<file path="src/rtl/scl_div_pkg.sv">
package scl_div_pkg;
  localparam int STEPS     = 22;
  localparam int LOW_STEPS = 11;
  localparam int SDA_STEP  = 5;
  localparam int PHASE_W   = $clog2(STEPS);
  typedef logic [PHASE_W-1:0] phase_t;
endpackage

</file>
<file path="src/rtl/scl_prescale_stage.sv">
module scl_prescale_stage #(
  parameter int W = 2
) (
  input  logic         clk,
  input  logic         rst_n,
  input  logic         clr,
  input  logic         en,
  input  logic [W-1:0] limit,
  output logic         carry
);
  logic [W-1:0] cnt_q;

  assign carry = en && (cnt_q == limit);

  always_ff @(posedge clk or negedge rst_n) begin
    if (!rst_n)     cnt_q <= '0;
    else if (clr)   cnt_q <= '0;
    else if (carry) cnt_q <= '0;
    else if (en)    cnt_q <= cnt_q + 1'b1;
  end
endmodule

</file>
<file path="src/rtl/scl_phase_seq.sv">
module scl_phase_seq
  import scl_div_pkg::*;
(
  input  logic   clk,
  input  logic   rst_n,
  input  logic   clr,
  input  logic   step,
  input  logic   stall,
  output phase_t phase,
  output logic   scl_low,
  output logic   sda_win
);
  localparam phase_t LAST = phase_t'(STEPS - 1);
  localparam phase_t LOWN = phase_t'(LOW_STEPS);
  localparam phase_t SDAP = phase_t'(SDA_STEP);

  phase_t ph_q;
  logic   in_low;
  logic   adv;

  assign in_low  = ph_q < LOWN;
  assign adv     = step && !(stall && in_low);
  assign phase   = ph_q;
  assign scl_low = in_low;
  assign sda_win = (ph_q == SDAP);

  always_ff @(posedge clk or negedge rst_n) begin
    if (!rst_n)   ph_q <= '0;
    else if (clr) ph_q <= '0;
    else if (adv) ph_q <= (ph_q == LAST) ? '0 : ph_q + 1'b1;
  end
endmodule

</file>
<file path="src/rtl/scl_tick_gen.sv">
module scl_tick_gen
  import scl_div_pkg::*;
#(
  parameter int A_W   = 2,
  parameter int B_W   = 6,
  parameter int DEF_A = 0,
  parameter int DEF_B = 0,
  localparam int WORD_W = A_W + B_W
) (
  input  logic              clk,
  input  logic              rst_n,
  input  logic              div_load,
  input  logic [WORD_W-1:0] div_word,
  input  logic              stall,
  output logic              tick,
  output logic [PHASE_W-1:0] phase,
  output logic              scl_low,
  output logic              sda_win
);
  logic [A_W-1:0] div_a_q;
  logic [B_W-1:0] div_b_q;
  logic           carry_a;
  logic           carry_b;

  always_ff @(posedge clk or negedge rst_n) begin
    if (!rst_n) begin
      div_a_q <= A_W'(DEF_A);
      div_b_q <= B_W'(DEF_B);
    end else if (div_load) begin
      div_a_q <= div_word[WORD_W-1 -: A_W];
      div_b_q <= div_word[B_W-1:0];
    end
  end

  scl_prescale_stage #(.W(A_W)) u_stage_a (
    .clk(clk), .rst_n(rst_n), .clr(div_load), .en(1'b1),
    .limit(div_a_q), .carry(carry_a)
  );

  scl_prescale_stage #(.W(B_W)) u_stage_b (
    .clk(clk), .rst_n(rst_n), .clr(div_load), .en(carry_a),
    .limit(div_b_q), .carry(carry_b)
  );

  assign tick = carry_b;

  scl_phase_seq u_seq (
    .clk(clk), .rst_n(rst_n), .clr(div_load), .step(carry_b),
    .stall(stall), .phase(phase), .scl_low(scl_low), .sda_win(sda_win)
  );
endmodule

</file>
<file path="config.mk">
export PLATFORM = sky130hd
export DESIGN_NAME = scl_tick_gen
export DESIGN_NICKNAME = d
export VERILOG_FILES = /design/src/rtl/scl_div_pkg.sv /design/src/rtl/scl_prescale_stage.sv /design/src/rtl/scl_phase_seq.sv /design/src/rtl/scl_tick_gen.sv
export SDC_FILE = /design/constraint.sdc
export NUM_CORES = 1
export LEC_CHECK = 0
export BUFFER_PORTS_ARGS = -buffer_cell sky130_fd_sc_hd__buf_2
export CAP_MARGIN = 40
export CORE_ASPECT_RATIO = 1.5
export CORE_MARGIN = 3
export CORE_UTILIZATION = 35
export CTS_CLUSTER_SIZE = 12
export DETAILED_ROUTE_END_ITERATION = 12
export GPL_ROUTABILITY_DRIVEN = 0
export PLACE_DENSITY_LB_ADDON = 0.15
export SYNTH_ARGS = -nofsm -noshare
export SYNTH_HDL_FRONTEND = slang
export SYNTH_SLANG_ARGS = --single-unit
export TNS_END_PERCENT = 20
</file>
<file path="constraint.sdc">
create_clock -name clk -period 3.19 [get_ports clk]
set_clock_uncertainty 0.15 [all_clocks]
set_input_delay 0.1595 -clock clk [delete_from_list [all_inputs] [get_ports clk]]
set_output_delay 0.1595 -clock clk [all_outputs]
set_load 0.05 [all_outputs]
</file>
==> flow_metrics.env <==
export IMPL_critical_path_slowest_cell="dfrtp_1"
export IMPL_final_cell_mix="dfrtp_1 (21), buf_2 (19), nand2_1 (11)"
export IMPL_clk_latency_ns=0.26
export IMPL_cts_clk_slew_worst_paths_ns=0.08
export IMPL_cts_resized=0
export IMPL_core_area_um2=3190
export IMPL_port_buffers=19
export IMPL_hold_class="input pin to asynchronous set/reset pin"
export IMPL_dieArea_um2=4100
export IMPL_syn_area_per_cell_um2=11.0
export IMPL_crit_family="simple AND/OR/NAND/NOR gates"
export IMPL_cp_end_kind="output port"
export IMPL_cp_arrival_ns=1.74
export IMPL_drc_errors=0
export IMPL_layout_min_cycle_time_ns=2.04
export IMPL_dp_hpwl_mm=1.78
export IMPL_ios=20
export IMPL_firstDrtPassIters=4
export IMPL_ir_drop_uv=250
export IMPL_wl_mm=2.42
export IMPL_worstSetupEndpoint="tick"
export IMPL_cts_path_max_buffers=2
export IMPL_setup_viol=0
export IMPL_vias=887
export IMPL_ant_nets=0
export IMPL_grt_pass1_vias=896
export IMPL_reg2reg_slack_ns=1.23
export IMPL_crit_type="flip-flop to output port"
export IMPL_final_nets=153
export IMPL_finalWorstSetupSlack_ns=1.15
export IMPL_die_h_um=76.9
export IMPL_clock_fmax_mhz=489
export IMPL_dp_slack_ns=1.25
export IMPL_synth_mux_area_share_pct=9.49
export IMPL_cts_buffers=3
export IMPL_viasPerCell=5.01
export IMPL_rsz0062_at_grt="false"
export IMPL_syn_nets=122
export IMPL_report_final_slew_viol_count=0
export IMPL_outcome="finished, final reports clean"
export IMPL_synthAdderAreaFrac_pct=3.20
export IMPL_cp_max_fo=5
export IMPL_maxCapViolations=0
export IMPL_p_per_area_nw_per_um2=435
export IMPL_required_ns=2.88
export IMPL_crit_buf_inv=1
export IMPL_r2r_start="div_a_q[0]$_DFFE_PN0P_"
export IMPL_fin_crit_sh_pct=64.1
export IMPL_p_leak_nw=0.635
export IMPL_clockRootBuffer="clkbuf_8"
export IMPL_synthCells=107
export IMPL_cts_sinks=21
export IMPL_globalRouteTotalUtil_pct=13.1
export IMPL_synth_cell_type_count=34
export IMPL_syn_area_um2=1170
export IMPL_mostFrequentLayoutCell="dfrtp_1"
export IMPL_synth_xor_xnor_area_share_pct=12.4
export IMPL_reg2reg_depth=4
export IMPL_antenna_found_initial=0
export IMPL_maxSlewHeadroom_pct=66.8
export IMPL_crit_chain="xnor2_2 -> nand4_2 -> nor2_1 -> buf_2"
export IMPL_synth_simple_area_share_pct=18.6
export IMPL_worst_setup_path_start_kind="flip-flop"
export IMPL_yosys_register_bits=21
export IMPL_cp_startpoint="div_a_q[0]$_DFFE_PN0P_"
export IMPL_ys_warn_count=0
export IMPL_crit_cells=4
export IMPL_h_tree_depth=1
export IMPL_area_delta_synth_final_pct=23.2
export IMPL_grt_pass1_wl_mm=4.02
export IMPL_synth_top_family_by_area="simple AND/OR/NAND/NOR gates"
export IMPL_antenna_cells=0
export IMPL_cts_tree="done"
export IMPL_fin_tns_setup_ns=0
export IMPL_hold_violations=0
export IMPL_grt_max_degree=22
export IMPL_grt_overflow=0
export IMPL_ys_seq_area_share_pct=44.8
export IMPL_die_x_um=53.3
export IMPL_synth_compound_area_share_pct=10.0
export IMPL_drt_iter0_markers=5
export IMPL_fp_row_count=25
export IMPL_tightest_slew_ns=0.499
export IMPL_critPathMaxStageDelay_ns=0.42
export IMPL_drive_gt1_share_pct=28.5
export IMPL_initial_core_util_pct=36.8
export IMPL_wl_per_cell_um=13.6
export IMPL_r2r_end="u_seq.phase[2]$_DFFE_PN0P_"
[repair_timing]
item / 4_1_cts / 5_1_grt
setup buffers: 0 / 0
endpoints found under the setup margin: 0 / 0
hold endpoints to repair: 29 / 0
hold buffers: 9 / 0
[registers in the layout (all words and copies together) (netlist names)]
| register | cells |
|---|---|
| u_seq.phase | 5 |
| u_stage_a.cnt_q | 2 |
| div_b_q | 6 |
| div_a_q | 2 |
| u_stage_b.cnt_q | 6 |
[cells by family after synthesis]
kind of cell / count (synthesis)
AO/OA/AOI/OAI: 18
XOR/XNOR: 11
adder cells (fa/ha/maj): 3
buffers and inverters: 5
flip-flops: 21
multiplexers: 10
AND/OR/NAND/NOR: 39
[area by class of cell]
type,count,area [um2]
repair buffers,28,185
fillers,330,1740
clock buffers,4,45.0
well taps,40,50.0
multi-input cells,81,629
flip-flops and latches,21,526
inverters,3,11.3
[stage by stage]
step	total power, W	utilization [%]	cell area, um2	cells	hold WS (ns)
finish	0.000629	45.3	1450	177	0.233
CTS	0.000639	45.3	1450	177	0.256
floorplan	0.000416	-	1170	107	-0.286
global route	0.000665	45.3	1450	177	0.282
global placement	0.000447	41.1	1310	164	-0.00331
detailed placement	0.000451	41.1	1310	164	0.0120
[power by group]
group / leakage, nW / internal, W / total, W / switching, W
logic: 0.339 / 0.0000677 / 0.000130 / 0.0000621
clock network: 0.0228 / 0.0000891 / 0.000178 / 0.0000889
registers: 0.273 / 0.000290 / 0.000322 / 0.0000316
total: 0.635 / 0.000447 / 0.000629 / 0.000182
[Yosys cell counts]
library cell	number	share of area [%]
or4_1	1	0.64
nor2b_1	2	1.1
nor3_1	3	1.3
nand4_2	2	2.1
nor2_1	7	2.2
nor4bb_1	1	0.85
xor2_1	1	0.75
xnor2_1	5	3.7
o2111ai_1	1	0.75
and4b_1	1	0.85
mux2i_1	1	0.85
xnor2_2	4	5.5
clkbuf_1	2	0.64
nor4_1	1	0.53
a32o_1	1	0.85
a21oi_1	5	2.1
a31oi_1	1	0.53
mux2_2	9	8.6
or3_1	1	0.53
nand3_1	4	1.7
o21ai_0	4	1.7
nand2_1	11	3.5
nor3_2	1	0.85
and2_1	1	0.53
o2bb2ai_1	2	1.5
xnor2_4	1	2.3
dfrtp_1	21	45
o31ai_1	2	1.3
ha_1	3	3.2
a21o_1	2	1.3
nor3b_1	1	0.64
inv_1	3	0.96
nand2b_1	1	0.53
and2b_1	1	0.64
[worst min-delay path by stage]
stage | to | slack (ns) | cells after the start
global placement | u_seq.phase[0]$_DFFE_PN0P_ | -0.003 | 1
floorplan | div_a_q[0]$_DFFE_PN0P_ | -0.29 | 0
CTS | u_seq.phase[0]$_DFFE_PN0P_ | 0.26 | 2
detailed placement | u_seq.phase[0]$_DFFE_PN0P_ | 0.01 | 1
global route | u_seq.phase[2]$_DFFE_PN0P_ | 0.28 | 2
finish | u_seq.phase[0]$_DFFE_PN0P_ | 0.23 | 2
[layer usage]
| layer | share of wire, % | wire (um) | vias to the layer above | track usage, % |
|---|---|---|---|---|
| li1 | - | - | 441 | - |
| met1 | 40 | 978 | 422 | 14.3 |
| met2 | 53 | 1290 | 19 | 22.7 |
| met3 | 3.9 | 95 | 5 | 2.52 |
| met4 | 2.3 | 55 | 0 | 6.91 |
| met5 | 0 | 0 | - | 0 |
Power figures use the tool's default switching activity.
